--- src/rtl/ioSerialBridgePkg.sv ---
package ioSerialBridgePkg;
  // Sequencer events consumed by the datapath
  typedef struct packed {
    logic load;    // capture command and data into the shifter
    logic shift;   // present the next serial bit
    logic sample;  // capture one incoming bit
    logic turn;    // release the data line for the read phase
    logic finish;  // transaction complete
  } seqStrobes_t;

  localparam int FRAME_BITS = 16;
endpackage

--- src/rtl/ioSerialBridgeCtrl.sv ---
module ioSerialBridgeCtrl
  import ioSerialBridgePkg::*;
#(
  parameter int HALF = 2
) (
  input  logic        clk,
  input  logic        rstN,
  input  logic        go,
  input  logic        goRead,
  output seqStrobes_t ctl,
  output logic        busy,
  output logic        csActive,
  output logic        sck
);
  localparam int CW = (HALF > 1) ? $clog2(HALF) : 1;
  localparam int BW = $clog2(FRAME_BITS);
  localparam logic [BW-1:0] LAST_BIT = BW'(FRAME_BITS - 1);
  localparam logic [BW-1:0] CMD_LAST = BW'(7);

  typedef enum logic [1:0] {IDLE, RUN, TAIL} seqState_t;

  seqState_t state;
  logic [CW-1:0] cnt;
  logic [BW-1:0] bitIdx;
  logic readMode;
  logic lastCnt;

  assign lastCnt = (cnt == CW'(HALF - 1));

  always_comb begin
    ctl        = '0;
    ctl.load   = (state == IDLE) && go;
    ctl.shift  = (state == RUN) && lastCnt && sck && (bitIdx != LAST_BIT);
    ctl.sample = (state == RUN) && lastCnt && !sck && readMode && bitIdx[BW-1];
    ctl.turn   = ctl.shift && readMode && (bitIdx == CMD_LAST);
    ctl.finish = (state == TAIL) && lastCnt;
  end

  always_ff @(posedge clk or negedge rstN) begin
    if (!rstN) begin
      state    <= IDLE;
      cnt      <= '0;
      bitIdx   <= '0;
      readMode <= 1'b0;
      busy     <= 1'b0;
      csActive <= 1'b0;
      sck      <= 1'b0;
    end else begin
      unique case (state)
        IDLE: if (go) begin
          state    <= RUN;
          cnt      <= '0;
          bitIdx   <= '0;
          readMode <= goRead;
          busy     <= 1'b1;
          csActive <= 1'b1;
          sck      <= 1'b0;
        end
        RUN: begin
          if (lastCnt) begin
            cnt <= '0;
            if (!sck) begin
              sck <= 1'b1;
            end else begin
              sck <= 1'b0;
              if (bitIdx == LAST_BIT) state <= TAIL;
              else bitIdx <= bitIdx + 1'b1;
            end
          end else begin
            cnt <= cnt + 1'b1;
          end
        end
        TAIL: begin
          if (lastCnt) begin
            state    <= IDLE;
            busy     <= 1'b0;
            csActive <= 1'b0;
            cnt      <= '0;
          end else begin
            cnt <= cnt + 1'b1;
          end
        end
        default: state <= IDLE;
      endcase
    end
  end
endmodule

--- src/rtl/ioSerialBridgeDatapath.sv ---
module ioSerialBridgeDatapath
  import ioSerialBridgePkg::*;
#(
  parameter int BASE   = 0,
  parameter int NUM_CS = 2
) (
  input  logic              clk,
  input  logic              rstN,
  input  logic [7:0]        ioAddr,
  input  logic [7:0]        ioWrData,
  input  logic              ioRd,
  input  logic              ioWr,
  input  logic              busy,
  input  logic              csActive,
  input  seqStrobes_t       ctl,
  input  logic              sdaIn,
  output logic              go,
  output logic              goRead,
  output logic [7:0]        ioRdData,
  output logic [NUM_CS-1:0] csOut,
  output logic              sdaOut,
  output logic              sdaOe
);
  localparam int SW = (NUM_CS > 1) ? $clog2(NUM_CS) : 1;

  logic [7:0] devSel;
  logic [7:0] regAddr;
  logic [7:0] offset;
  logic       hit;
  logic       access;
  logic       devValid;
  logic [SW-1:0] selLatch;
  logic [FRAME_BITS-1:0] shiftReg;
  logic [7:0] rxReg;
  logic       rdFlag;

  assign offset   = ioAddr - 8'(BASE);
  assign hit      = (offset < 8'd3);
  assign access   = !busy && hit && (ioRd || ioWr);
  assign devValid = (devSel < 8'(NUM_CS));
  assign go       = access && (offset == 8'd2) && devValid;
  assign goRead   = !ioWr;
  assign sdaOut   = shiftReg[0];

  generate
    for (genvar i = 0; i < NUM_CS; i++) begin : g_cs
      assign csOut[i] = csActive && (selLatch == SW'(i));
    end
  endgenerate

  always_ff @(posedge clk or negedge rstN) begin
    if (!rstN) begin
      devSel   <= '0;
      regAddr  <= '0;
      ioRdData <= '0;
      selLatch <= '0;
      shiftReg <= '0;
      rxReg    <= '0;
      rdFlag   <= 1'b0;
      sdaOe    <= 1'b0;
    end else begin
      if (access && ioWr) begin
        if (offset == 8'd0) devSel  <= ioWrData;
        if (offset == 8'd1) regAddr <= ioWrData;
      end else if (access && ioRd) begin
        if (offset == 8'd0) ioRdData <= devSel;
        if (offset == 8'd1) ioRdData <= regAddr;
        if (offset == 8'd2 && !devValid) ioRdData <= 8'hFF;
      end
      if (ctl.load) begin
        shiftReg <= {ioWrData, regAddr[6:0], goRead};
        selLatch <= SW'(devSel);
        rdFlag   <= goRead;
        sdaOe    <= 1'b1;
      end else if (ctl.shift) begin
        shiftReg <= {1'b0, shiftReg[FRAME_BITS-1:1]};
      end
      if (ctl.turn) sdaOe <= 1'b0;
      if (ctl.sample) rxReg <= {sdaIn, rxReg[7:1]};
      if (ctl.finish) begin
        sdaOe <= 1'b0;
        if (rdFlag) ioRdData <= rxReg;
      end
    end
  end
endmodule

--- src/rtl/ioSerialBridge.sv ---
module ioSerialBridge
  import ioSerialBridgePkg::*;
#(
  parameter int BASE   = 0,
  parameter int NUM_CS = 2,
  parameter int HALF   = 2
) (
  input  logic              clk,
  input  logic              rstN,
  input  logic [7:0]        ioAddr,
  input  logic [7:0]        ioWrData,
  input  logic              ioRd,
  input  logic              ioWr,
  output logic [7:0]        ioRdData,
  output logic              ioWait,
  output logic              sck,
  output logic [NUM_CS-1:0] csOut,
  output logic              sdaOut,
  output logic              sdaOe,
  input  logic              sdaIn
);
  seqStrobes_t ctl;
  logic go, goRead, busy, csActive;

  assign ioWait = busy;

  ioSerialBridgeCtrl #(.HALF(HALF)) u_ctrl (
    .clk(clk), .rstN(rstN), .go(go), .goRead(goRead), .ctl(ctl),
    .busy(busy), .csActive(csActive), .sck(sck)
  );

  ioSerialBridgeDatapath #(.BASE(BASE), .NUM_CS(NUM_CS)) u_dp (
    .clk(clk), .rstN(rstN), .ioAddr(ioAddr), .ioWrData(ioWrData),
    .ioRd(ioRd), .ioWr(ioWr), .busy(busy), .csActive(csActive), .ctl(ctl),
    .sdaIn(sdaIn), .go(go), .goRead(goRead), .ioRdData(ioRdData),
    .csOut(csOut), .sdaOut(sdaOut), .sdaOe(sdaOe)
  );
endmodule

--- config.mk ---
export PLATFORM = sky130hd
export DESIGN_NAME = ioSerialBridge
export DESIGN_NICKNAME = d
export VERILOG_FILES = /design/src/rtl/ioSerialBridgePkg.sv /design/src/rtl/ioSerialBridgeCtrl.sv /design/src/rtl/ioSerialBridgeDatapath.sv /design/src/rtl/ioSerialBridge.sv
export SDC_FILE = /design/constraint.sdc
export NUM_CORES = 1
export LEC_CHECK = 0
export ABC_AREA = 1
export CORE_UTILIZATION = 45
export CTS_CLUSTER_DIAMETER = 50
export CTS_CLUSTER_SIZE = 16
export DETAILED_ROUTE_END_ITERATION = 8
export PLACE_DENSITY = 0.72
export SETUP_SLACK_MARGIN = 0.5
export SYNTH_ARGS = -nofsm -noshare
export SYNTH_HDL_FRONTEND = slang
export SYNTH_SLANG_ARGS = --single-unit
--- constraint.sdc ---
create_clock -name clk -period 1.8 [get_ports clk]
set_clock_uncertainty 0.2 [all_clocks]
set_input_delay 0.45 -clock clk [delete_from_list [all_inputs] [get_ports clk]]
set_output_delay 0.45 -clock clk [all_outputs]
set_load 0.02 [all_outputs]
# [Word-level counts from Yosys, hierarchy flattened]
# Cells that the tools add are included.
[classes] reduce_logical=40 bitwise=1 mux=32 add_sub_neg=2 magnitude_cmp=2 n_eq_ne=13
[ops] operator="2-to-1 mux 8 bit" count=7
[ops] operator="2-to-1 mux 16 bit" count=2
[ops] operator="logical AND 1 bit" count=19
[ops] operator="less-than comparator 8 x 2 -> 1 bit (second input constant)" count=2
[ops] operator="2-to-1 mux 4 bit" count=4
[ops] operator="2-to-1 mux 2 bit" count=5
[ops] operator="AND reduction 5 bit" count=2
[ops] operator="2-to-1 mux 1 bit" count=9
[ops] operator="equality test 8 x 1 -> 1 bit (second input constant)" count=1
[ops] operator="equality test 8 x 2 -> 1 bit (second input constant)" count=1
[ops] operator="zero test 8 bit" count=1
[ops] operator="inequality test 2 x 1 -> 1 bit (second input constant)" count=4
[ops] operator="case mux 4 bit (2 select lines)" count=1
[ops] operator="AND reduction 2 bit" count=4
[ops] operator="nonzero test 2 bit" count=4
[ops] operator="case mux 1 bit (2 select lines)" count=3
[ops] operator="case mux 2 bit (3 select lines)" count=1
[ops] operator="AND reduction 3 bit" count=2
[ops] operator="adder 4 x 1 -> 4 bit (second input constant)" count=1
[ops] operator="equality test 4 x 3 -> 1 bit (second input constant)" count=1
[ops] operator="equality test 4 bit (second input constant)" count=1
[ops] operator="zero test 1 bit" count=4
[ops] operator="inequality test 2 bit (second input constant)" count=2
[ops] operator="inequality test 4 bit (second input constant)" count=1
[ops] operator="8 further kinds" count=8
[totals] wordCells=104 out_inout_bits=14 reg_bits=61

# [Depth between registers and ports, before layout]
# Gate-level depths: netlist of the first run.
[depth] ltp_word=9 mapped_depth=11 depth_no_buf=11

# [Cells and area by module]
# From an unflattened synthesis of the first run, not the netlist that was laid out.
[hier_totals] cells_unflattened=427 area_unflattened_um2=3404.5
[by_module_without_submodules] module="ioSerialBridgeDatapath" cells_per_inst=331 area_each_um2=2702.6 n_inst=1
[by_module_without_submodules] module="ioSerialBridgeCtrl" cells_per_inst=96 area_each_um2=701.9 n_inst=1

# [Worst setup path after synthesis of the first run]
# No wires, ideal clock.
[synth_timing] kind="register to register" from="reg u_ctrl.bitIdx[0]" to="reg u_dp.shiftReg[1]" setup_slack_ns=0.018 t_arrival_ns=1.521 path_stages_with_launch=12 path_buffers=1 period_less_slack_ns=1.782 required_time_ns=1.539 cell_sequence="dfrtp_1 > ha_1 > nand2_1 > inv_1 > nand2_1 > nand4_2 > inv_2 > buf_2 > nand2_1 > nand3_2 > o21ai_2 > inv_2"
[synth_via] elab_chain_len=3
[synth_rtl] item="start: declaration" line_no="ioSerialBridgeCtrl.sv:24" rtl="logic [BW-1:0] bitIdx;"
[synth_rtl] item="start signal: assignment" line_no="ioSerialBridgeCtrl.sv:67" rtl="else bitIdx <= bitIdx + 1'b1;"
[synth_rtl] item="inequality test 4 bit" line_no="ioSerialBridgeCtrl.sv:33" rtl="ctl.shift = (state == RUN) && lastCnt && sck && (bitIdx != LAST_BIT);"
[synth_rtl] item="logical AND 1 bit" line_no="ioSerialBridgeCtrl.sv:33"
[synth_rtl] item="nonzero test 2 bit (no line)"
[synth_rtl] item="end signal: assignment" line_no="ioSerialBridgeDatapath.sv:71" rtl="shiftReg <= {ioWrData, regAddr[6:0], goRead};"
[synth_rtl] item="end signal: assignment" line_no="ioSerialBridgeDatapath.sv:76" rtl="shiftReg <= {1'b0, shiftReg[FRAME_BITS-1:1]};"
[synth_rtl] item="end: declaration" line_no="ioSerialBridgeDatapath.sv:33" rtl="logic [FRAME_BITS-1:0] shiftReg;"
# No other way between the ends.
# A chain may end at the register's enable or synchronous reset.

# [Final worst setup path of the first run]
[layout_timing] from="reg u_ctrl.state[0]" to="reg u_dp.ioRdData[6]"
[layout_via] elab_chain_len=3
[layout_rtl] item="start: declaration" line_no="ioSerialBridgeCtrl.sv:22" rtl="seqState_t state;"
[layout_rtl] item="start signal: assignment" line_no="ioSerialBridgeCtrl.sv:41" rtl="state <= IDLE;"
[layout_rtl] item="start signal: assignment" line_no="ioSerialBridgeCtrl.sv:51" rtl="state <= RUN;"
[layout_rtl] item="start signal: assignment" line_no="ioSerialBridgeCtrl.sv:66" rtl="if (bitIdx == LAST_BIT) state <= TAIL;"
[layout_rtl] item="equality test 2 bit" line_no="ioSerialBridgeCtrl.sv:36" rtl="ctl.finish = (state == TAIL) && lastCnt;"
[layout_rtl] item="logical AND 1 bit" line_no="ioSerialBridgeCtrl.sv:36"
[layout_rtl] item="2-to-1 mux 8 bit" line_no="ioSerialBridgeDatapath.sv:80" rtl="if (ctl.finish) begin"
[layout_rtl] item="end signal: assignment" line_no="ioSerialBridgeDatapath.sv:66" rtl="if (offset == 8'd0) ioRdData <= devSel;"
[layout_rtl] item="end signal: assignment" line_no="ioSerialBridgeDatapath.sv:67" rtl="if (offset == 8'd1) ioRdData <= regAddr;"
[layout_rtl] item="end signal: assignment" line_no="ioSerialBridgeDatapath.sv:82" rtl="if (rdFlag) ioRdData <= rxReg;"
[layout_rtl] item="end: declaration" line_no="ioSerialBridgeDatapath.sv:19" rtl="output logic [7:0] ioRdData,"
# No other way between the ends.

==> metrics.cfg, run 1 <==
[cells_and_area]
seqCellArea_mm2=0.00150
multi_input_area_mm2=0.00188
nets=528
drive_gt1_share_pct=42.7
area_delta_synth_final_pct=47.5
fillers=530
post-route-cell-area_mm2=0.00480
antennaDiodeCount=0

[sta]
slew_headroom_pct=71.8
fin_setup_tns_ns=0
finalHoldViolations=0
rsz0062_at_grt=yes
finalWorstSetupSlack_ns=0.0527
setup_viol=0
min_period_ns=1.75
drv_slew=0
worst_pin_slew_ns=0.423
whs_ns=0.284
period_share_pct=97.1
fmax_mhz=572

[critical_path]
worst_r2r_endpoint=u_dp.ioRdData[6]$_DFF_PN0_
critical_path_depth=7
rr_worst_depth=7
cp-startpoint=u_ctrl.state[0]$_DFFE_PN0P_
crit_end=u_dp.ioRdData[6]$_DFF_PN0_
cp.required_ns=1.86
cp_slowest_cell=dfrtp_1
path_cells=inv_1 > ha_2 > nand2_2 > nor2_4 > buf_6 > a21oi_1 > a21oi_1
path_class=register to register
critPathCaptureType=register
worst-path-max-fanout=7
cp_common_cell=a21oi_1
reg2reg_setup_slack_ns=0.05
cp_top_family=flip-flops
r2r-start=u_ctrl.state[0]$_DFFE_PN0P_
start_kind=register
cpPeakStageDelay_ns=0.44
path_buf_inv=2
critPathArrivalTime_ns=1.80

[die]
die_h_um=87.0
num_rows=30
io_pins=35
dieArea_mm2=0.00758
design.core.area_mm2=0.00691
die_w_um=87.0
start_util_pct=47.1

[clock_tree]
clock_path_buffers=2
root_buffer=clkbuf_8
cts_buffers=9
clock-sinks=60
htree_levels=3
clock_latency_ns=0.34
cts_tree=built
clk_pin_slew_ns=0.07

[placed_design]
routabilityCongestion=0.789
port_buffers=34
place_area_mm2=0.00399
dp_hpwl_mm=5.08
pre_cts_ws_ns=-0.563

[detailed_routing]
route.detailed.drc=0
ant_nets=0
drt_pass1_iterations=4
dr.first_iter.drc_count=208
wirelength_mm=8.91
via_per_inst=5.22
wire_per_inst_um=14.8
vias=3150

[synthesis]
ys_async_sr_fraction_pct=100
synth_top_area_share_pct=46.1
netlist_instances=404
syn_nets=429
synth_cell_types=27
yosysSeqAreaShare_pct=46.1
syn_area_mm2=0.00325
syn_avg_cell_area_um2=8.06
synth_largest_area_cell=dfrtp_1
yosys-top-cells-area=dfrtp_1 46%, nand2_1 12%, inv_1 5.2%
ys_warn_count=0
synth_top_flop_cell=dfrtp_1
synth_edf_count=0
ys_seq_elements=60

[power]
powerDensity_mw_per_mm2=1180
power_mw=5.68
power.leakage_nw=2.38
vdd_drop_max_mv=0.574

[global_route]
grt_max_degree=39
first_global_vias=2947
antenna_found_initial=0
grt_pass1_wl_mm=13.3
grt.total_usage_pct=22.7
grt-ovfl-total=0

[hold_path]
worst_hold_path_type=register to register

[run_status]
status=complete, no violations

[flow_run]
maxCapViolCount=0

-- synth_stat cells (2+ instances only) --
cell      count
nor2_1       29
o21ai_0       7
ha_1          4
nor2_4        4
nor2_2        4
inv_2         8
o21ai_1      18
nand2_1     107
nand4_1       8
nor3_1        3
buf_2         2
nand4_2       2
o21ai_2      17
dfrtp_1      60
nand3_1      33
nand3_2       8
buf_6         6
a21oi_1      21
inv_1        45
o21bai_1      8
nand2_2       4
-- where the power goes --
group	leakage (nW)	switching (mW)	internal (mW)
clock network	0.0791	0.545	0.492
logic	1.52	1.42	1.29
registers	0.774	0.257	1.68
total	2.38	2.22	3.46
-- cell usage in the layout, fill, tap and decap left out, drive strengths merged --
cell             n
nand2          114
buf             73
dfrtp           60
inv             52
o21ai           42
nand3           41
nor2            37
a21oi           21
clkbuf          14
nand4           10
clkdlybuf4s50    9
o21bai           8
dlygate4sd2      5
clkinv           5
clkdlybuf4s15    4
nor3             4
ha               4
clkinvlp         2
xor2             1
a22oi            1
dlygate4sd3      1
-- logic make-up (layout without fill, tap and decap cells) --
group           Yosys count  in the layout  share of synthesized area [%]
compound gates           72             72                           13.7
xor+xnor                  1              1                          0.269
fa+ha+maj                 4              4                           1.54
buf+inv                  63            165                           8.77
flops                    60             60                           46.1
simple gates            204            206                           29.6
-- sequential cells by signal, indices dropped and copies added, names as in the netlist --
name,cells
u_dp.sdaOe,1
u_dp.selLatch,1
u_ctrl.busy,1
u_dp.rdFlag,1
u_ctrl.sck,1
u_dp.shiftReg,16
u_ctrl.cnt,1
u_dp.devSel,8
u_ctrl.state,2
u_dp.regAddr,8
u_dp.ioRdData,8
u_ctrl.bitIdx,4
u_dp.rxReg,8
-- what timing repair did --
action,4_1_cts,5_1_grt
buffers inserted,23,11
hold endpoints to repair,10,0
gates cloned,2,2
pin swaps,22,18
resized for setup,132,56
setup endpoints to repair,74,112
hold buffers,1,0
-- metal layers --
layer	share of wire, %	routed length, um	vias to the layer above	GRT usage [%]
li1	-	-	1513	-
met1	42	3770	1533	27.7
met2	52	4590	82	38.7
met3	3.7	327	22	3.70
met4	2.5	223	0	11.8
met5	0	0	-	0
-- metrics by stage --
step           instances  util [%]
6_report             604      69.5
5_1_grt              604      69.5
4_1_cts              591      65.5
3_5_place_dp         549      57.8
3_3_place_gp         549      57.8
2_1_floorplan        404         -
-- cell type report --
class                   count  area share (%)
multi-input cells         283            39.2
flip-flops and latches     60            31.3
repair buffers             95            19.1
inverters                  53            4.41
clock buffers              11            2.74
well taps                  96            2.50
clock inverters             5           0.626
repair inverters            1           0.104
-- worst min-delay path by stage --
stage	cells past startpoint	endpoint	startpoint
CTS	1	u_dp.sdaOe$_DFFE_PN0P_	u_dp.rdFlag$_DFFE_PN0P_
detailed placement	1	u_ctrl.bitIdx[0]$_DFFE_PN0P_	rstN
floorplan	0	u_ctrl.bitIdx[0]$_DFFE_PN0P_	rstN
global placement	1	u_ctrl.sck$_DFFE_PN0P_	rstN
global route	1	u_dp.sdaOe$_DFFE_PN0P_	u_dp.rdFlag$_DFFE_PN0P_
finish	1	u_dp.sdaOe$_DFFE_PN0P_	u_dp.rdFlag$_DFFE_PN0P_
Power figures use the tool's default switching activity.
==> run 2, diff against run 1 <==
- CORE_MARGIN: default -> 3
- PLACE_DENSITY: 0.72 -> 0.68
==> metrics.cfg, run 2 (same netlist as run 1, synthesis figures left out) <==
[clock_tree]
cts_buffers=9  ; unchanged
clock-sinks=60  ; unchanged
cts_tree=built  ; unchanged
clock_path_buffers=2  ; unchanged
clock_latency_ns=0.34  ; about the same
clk_pin_slew_ns=0.07  ; about the same
root_buffer=clkbuf_8  ; unchanged
htree_levels=3  ; unchanged

[critical_path]
path_class=register to register  ; unchanged
start_kind=register  ; unchanged
reg2reg_setup_slack_ns=-0.05  ; was 0.05 ns
worst-path-max-fanout=11  ; was 7
rr_worst_depth=10  ; was 7
cp.required_ns=1.88  ; was 1.86 ns
worst_r2r_endpoint=u_dp.shiftReg[11]$_DFFE_PN0P_  ; was u_dp.ioRdData[6]$_DFF_PN0_
critPathCaptureType=register  ; unchanged
critPathArrivalTime_ns=1.93  ; was 1.80 ns
r2r-start=u_dp.devSel[3]$_DFFE_PN0P_  ; was u_ctrl.state[0]$_DFFE_PN0P_

[power]
combPwrFrac_pct=44.9  ; was 47.7%
seq_power_share_pct=32.4  ; was 34.0%
netSwitchingFraction_pct=36.8  ; was 39.1%
power.internal_mw=3.73  ; was 3.46 mW
powerDensity_mw_per_mm2=1200  ; was 1180 mW/mm2
vdd_drop_max_mv=0.660  ; was 0.574 mV
power_mw=5.91  ; was 5.68 mW
power.leakage_nw=2.43  ; was 2.38 nW
p_sw_mw=2.17  ; was 2.22 mW
clkPwrFrac_pct=22.6  ; was 18.3%

[cells_and_area]
final_cell_mix=86 x nand2_1, 59 x dfrtp_1, 50 x buf_4  ; was 87 x nand2_1, 59 x dfrtp_1, 48 x buf_4
nets=531  ; was 528
area_delta_synth_final_pct=51.2  ; was 47.5%
layout_commonest_cell=nand2_1  ; unchanged
drive_gt1_share_pct=42.7  ; about the same
regMostFlops=u_dp.shiftReg  ; unchanged
antennaDiodeCount=0  ; unchanged
utilization_pct=71.3  ; was 69.5%
largest_reg_flops=16  ; unchanged

[sta]
slew_headroom_pct=62.5  ; was 71.8%
worst_pin_slew_ns=0.559  ; was 0.423 ns
rsz0062_at_grt=yes  ; unchanged
period_share_pct=103  ; was 97.1%
drv_slew=0  ; unchanged
min_period_ns=1.85  ; was 1.75 ns
fmax_mhz=540  ; was 572 MHz
setup_viol=22  ; was 0
finalWorstSetupSlack_ns=-0.0530  ; was 0.0527 ns
finalHoldViolations=0  ; unchanged

[global_route]
grt.total_usage_pct=21.6  ; was 22.7%
grt_max_degree=61  ; was 39
first_global_vias=3103  ; was 2947
antenna_found_initial=0  ; unchanged
grt-ovfl-total=0  ; unchanged
grt_pass1_wl_mm=14.5  ; was 13.3 mm

[die]
io_pins=35  ; unchanged
start_util_pct=47.1  ; unchanged
die_h_um=91.0  ; was 87.0 um
dieArea_mm2=0.00829  ; was 0.00758 mm2
design.core.area_mm2=0.00691  ; unchanged
die_w_um=91.0  ; was 87.0 um
num_rows=30  ; unchanged

[placed_design]
dp_hpwl_mm=5.17  ; was 5.08 mm
port_buffers=34  ; unchanged
routabilityCongestion=0.855  ; was 0.789

[hold_path]
hold_depth=2  ; was 1
min_from=u_dp.devSel[0]$_DFFE_PN0P_  ; was u_dp.rdFlag$_DFFE_PN0P_
min_to=u_dp.devSel[0]$_DFFE_PN0P_  ; was u_dp.sdaOe$_DFFE_PN0P_
worst_hold_path_type=register to register  ; unchanged

[detailed_routing]
route.detailed.drc=0  ; unchanged
via_per_inst=5.08  ; was 5.22
wirelength_mm=8.58  ; was 8.91 mm
dr.first_iter.drc_count=155  ; was 208
wire_per_inst_um=14.1  ; was 14.8 um
vias=3083  ; was 3150
ant_nets=0  ; unchanged
drt_pass1_iterations=5  ; was 4

[run_status]
status=complete, but fails checks  ; was complete, no violations
violations=setup timing

[flow_run]
maxCapViolCount=0  ; unchanged

-- run 2: cell types whose count changed in the layout (fill, tap and decap cells not counted), sizes merged --
cell / previous run / this run
buf: 73 / 79
dlygate4sd2: 5 / 2
bufinv: 0 / 2
clkbuf: 14 / 13
clkdlybuf4s15: 4 / 5
clkinv: 5 / 4
clkinvlp: 2 / 1
inv: 52 / 53
nand2: 114 / 113
-- run 2: critical path, cell delays in order, from the launching register on --
cell and delay [ns]:
dfrtp_1 0.40, nor2_1 0.13, nand2_2 0.10, nor2_4 0.15, nand2_4 0.09, nor2_4 0.18
nand2_4 0.14, buf_16 0.19, nand3_1 0.08, o21ai_2 0.05, inv_1 0.06
-- run 2: final cells by class --
class	count	area, um2
inverters	53	209
multi-input cells	282	1890
clock inverters	7	91.3
repair buffers	100	981
flip-flops and latches	60	1500
fillers	531	1980
well taps	96	120
clock buffers	9	124
-- run 2: timing repair --
action,in CTS,in global routing
hold buffers,1,0
setup buffers,29,6
endpoints found under the hold margin,60,0
resized for setup,146,52
pin swaps,28,15
endpoints found under the setup margin,74,74
gates cloned,4,0
-- run 2: through the flow --
step	cells	setup slack, ns	instance area [um2]	hold WS, ns	setup TNS, ns
CTS	601	0.0413	4700	0.287	0
floorplan	404	0.0489	3400	-0.0456	0
global placement	551	-0.522	3990	0.266	-23.37
global route	607	-0.118	4920	0.316	-2.80
detailed placement	551	-0.550	3990	0.275	-24.45
finish	607	-0.0530	4920	0.295	-0.655
-- run 2: how the worst max path moves through the flow --
stage	start	slack, ns	to
floorplan	ioAddr[7]	0.05	u_dp.shiftReg[10]$_DFFE_PN0P_
global placement	ioAddr[3]	-0.52	u_ctrl.bitIdx[2]$_DFFE_PN0P_
detailed placement	ioAddr[3]	-0.55	u_ctrl.bitIdx[2]$_DFFE_PN0P_
CTS	u_dp.devSel[6]$_DFFE_PN0P_	0.04	u_dp.shiftReg[11]$_DFFE_PN0P_
global route	u_dp.devSel[3]$_DFFE_PN0P_	-0.12	u_ctrl.state[1]$_DFFE_PN0P_
finish	u_dp.devSel[3]$_DFFE_PN0P_	-0.05	u_dp.shiftReg[11]$_DFFE_PN0P_
-- run 2: power by group through the flow --
stage               Combinational, mW  Clock, mW  Sequential, mW
floorplan                        1.33          0            2.01
global placement                 2.00          0            1.93
detailed placement               2.03          0            1.94
CTS                              2.47       1.36            1.90
global route                     2.93       1.43            1.95
finish                           2.65       1.34            1.92
-- run 2: layer usage --
layer	global-route usage, %	vias to the layer above	routed length [um]
li1	-	1516	-
met1	28.0	1484	3710
met2	35.4	66	4310
met3	3.89	17	350
met4	9.17	0	207
met5	0	-	0
==> run 3, diff against run 2 <==
- CORE_MARGIN: 3 -> 2
- SLEW_MARGIN: default -> 10
==> metrics.cfg, run 3 (same netlist as run 1, synthesis figures left out) <==
[power]
powerDensity_mw_per_mm2=1190  ; was 1200 mW/mm2
power.leakage_nw=2.50  ; was 2.43 nW
vdd_drop_max_mv=0.726  ; was 0.660 mV
power_mw=6.14  ; was 5.91 mW

[critical_path]
rr_worst_depth=9  ; was 10
cp.required_ns=1.83  ; was 1.88 ns
worst_r2r_endpoint=u_dp.shiftReg[0]$_DFFE_PN0P_  ; was u_dp.shiftReg[11]$_DFFE_PN0P_
r2r-start=u_ctrl.bitIdx[0]$_DFFE_PN0P_  ; was u_dp.devSel[3]$_DFFE_PN0P_
critPathArrivalTime_ns=1.84  ; was 1.93 ns
worst-path-max-fanout=8  ; was 11
start_kind=register  ; unchanged
reg2reg_setup_slack_ns=-0.01  ; was -0.05 ns
critPathCaptureType=register  ; unchanged
path_class=register to register  ; unchanged

[cells_and_area]
regMostFlops=u_dp.shiftReg  ; unchanged
utilization_pct=72.5  ; was 71.3%
largest_reg_flops=16  ; unchanged
area_delta_synth_final_pct=58.9  ; was 51.2%
layout_commonest_cell=nand2_1  ; unchanged
post-route-cell-area_mm2=0.00517  ; was 0.00492 mm2
drive_gt1_share_pct=50.7  ; was 42.7%
final_cell_mix=65 x nand2_1, 58 x dfrtp_1, 51 x buf_4  ; was 86 x nand2_1, 59 x dfrtp_1, 50 x buf_4
nets=543  ; was 531
fillers=540  ; was 531
antennaDiodeCount=0  ; unchanged

[hold_path]
hold_depth=2  ; unchanged
min_to=u_dp.devSel[1]$_DFFE_PN0P_  ; was u_dp.devSel[0]$_DFFE_PN0P_
min_from=u_dp.devSel[1]$_DFFE_PN0P_  ; was u_dp.devSel[0]$_DFFE_PN0P_
worst_hold_path_type=register to register  ; unchanged

[sta]
min_period_ns=1.81  ; was 1.85 ns
worst_pin_slew_ns=0.346  ; was 0.559 ns
setup_viol=1  ; was 22
period_share_pct=101  ; was 103%
finalHoldViolations=0  ; unchanged
fmax_mhz=552  ; was 540 MHz
slew_headroom_pct=76.9  ; was 62.5%
whs_ns=0.298  ; was 0.295 ns
rsz0062_at_grt=yes  ; unchanged
finalWorstSetupSlack_ns=-0.0128  ; was -0.0530 ns
drv_slew=0  ; unchanged

[clock_tree]
clk_pin_slew_ns=0.07  ; about the same
clock-sinks=60  ; unchanged
root_buffer=clkbuf_8  ; unchanged
clock_latency_ns=0.34  ; about the same
clock_path_buffers=2  ; unchanged
cts_tree=built  ; unchanged
htree_levels=3  ; unchanged
cts_buffers=9  ; unchanged

[global_route]
grt_max_degree=61  ; unchanged
first_global_vias=2829  ; was 3103
grt.met3_usage_pct=5.91  ; was 3.89%
grt.total_usage_pct=21.2  ; was 21.6%
grt-ovfl-total=0  ; unchanged
antenna_found_initial=0  ; unchanged
gr-usage-met2_pct=36.0  ; was 35.4%
grt.busiest_layer=met2  ; unchanged
grtUsageMet1_pct=26.8  ; was 28.0%
grt_pass1_wl_mm=13.0  ; was 14.5 mm

[die]
dieArea_mm2=0.00793  ; was 0.00829 mm2
num_rows=31  ; was 30
die_h_um=89.0  ; was 91.0 um
io_pins=35  ; unchanged
design.core.area_mm2=0.00714  ; was 0.00691 mm2
die_w_um=89.0  ; was 91.0 um
start_util_pct=45.6  ; was 47.1%

[detailed_routing]
route.detailed.drc=0  ; unchanged
via_per_inst=5.20  ; was 5.08
dr.first_iter.drc_count=197  ; was 155
vias=3237  ; was 3083
drt_pass1_iterations=4  ; was 5
ant_nets=0  ; unchanged
wirelength_mm=9.36  ; was 8.58 mm
wire_per_inst_um=15.1  ; was 14.1 um

[flow_run]
maxCapViolCount=0  ; unchanged

[placed_design]
place_area_mm2=0.00402  ; was 0.00399 mm2
port_buffers=34  ; unchanged
dp_hpwl_mm=5.01  ; was 5.17 mm
routabilityCongestion=0.864  ; was 0.855

[run_status]
violations=setup timing  ; unchanged
status=complete, but fails checks  ; unchanged

[run 3: cell count changes in the layout (fill, tap and decap cells not counted), moves of 5 or more]
cell and change:
nand2_1 -21, nand2_2 +19, buf_6 +10, nand3_2 +6
nand3_1 -5
[run 3: report_power, final]
part	internal, mW	leakage, nW	switching, mW
clock	0.711	0.102	0.548
combinational	1.44	1.62	1.46
sequential	1.68	0.773	0.303
total	3.83	2.50	2.31
[run 3: how the worst max path moves through the flow]
stage                                             from                             to  slack (ns)  depth (start not counted)
after detailed placement                     ioAddr[3]   u_ctrl.bitIdx[2]$_DFFE_PN0P_       -0.56                          9
after global routing      u_ctrl.bitIdx[0]$_DFFE_PN0P_   u_dp.shiftReg[0]$_DFFE_PN0P_       -0.08                          9
after CTS                   u_dp.devSel[6]$_DFFE_PN0P_   u_ctrl.bitIdx[2]$_DFFE_PN0P_        0.06                          8
final                     u_ctrl.bitIdx[0]$_DFFE_PN0P_   u_dp.shiftReg[0]$_DFFE_PN0P_       -0.01                          9
after floorplan                              ioAddr[7]  u_dp.shiftReg[10]$_DFFE_PN0P_        0.05                         10
after global placement                       ioAddr[3]   u_ctrl.bitIdx[2]$_DFFE_PN0P_       -0.54                          9
[run 3: metal layers]
metal	up-vias	routed length [um]
met2	99	4920
li1	1542	-
met5	-	0
met3	15	440
met4	0	177
met1	1581	3820
[run 3: repair_timing]
item	4_1_cts	5_1_grt
hold endpoints to repair	60	0
gates cloned	2	3
hold buffers	1	0
gates resized for setup	153	101
setup buffers	26	19
pin swaps	23	37
endpoints found under the setup margin	74	74
[run 3: area by class of cell]
type                    count  area [um2]  area share [%]
inverters                  53         216            4.18
well taps                  99         124            2.39
multi-input cells         283        2040            39.5
repair buffers            111        1080            20.9
clock buffers              12         155            3.00
flip-flops and latches     60        1500            29.1
clock inverters             4        47.5           0.919
[run 3: stage by stage]
step	std cells	setup slack [ns]	TNS (ns)
after detailed placement	555	-0.560	-24.69
after CTS	600	0.0640	0
final	622	-0.0128	-0.0128
after global routing	622	-0.0785	-1.04
after floorplan	404	0.0489	0
after global placement	555	-0.536	-22.83
[run 3: critical path, stage by stage (launching register included)]
cell and delay (ns):
dfrtp_1 0.40, ha_2 0.20, nand2_2 0.07, inv_2 0.05
nand2_4 0.08, nand4_4 0.20, clkbuf_16 0.25, buf_6 0.12
nand3_2 0.06, nand3_2 0.06
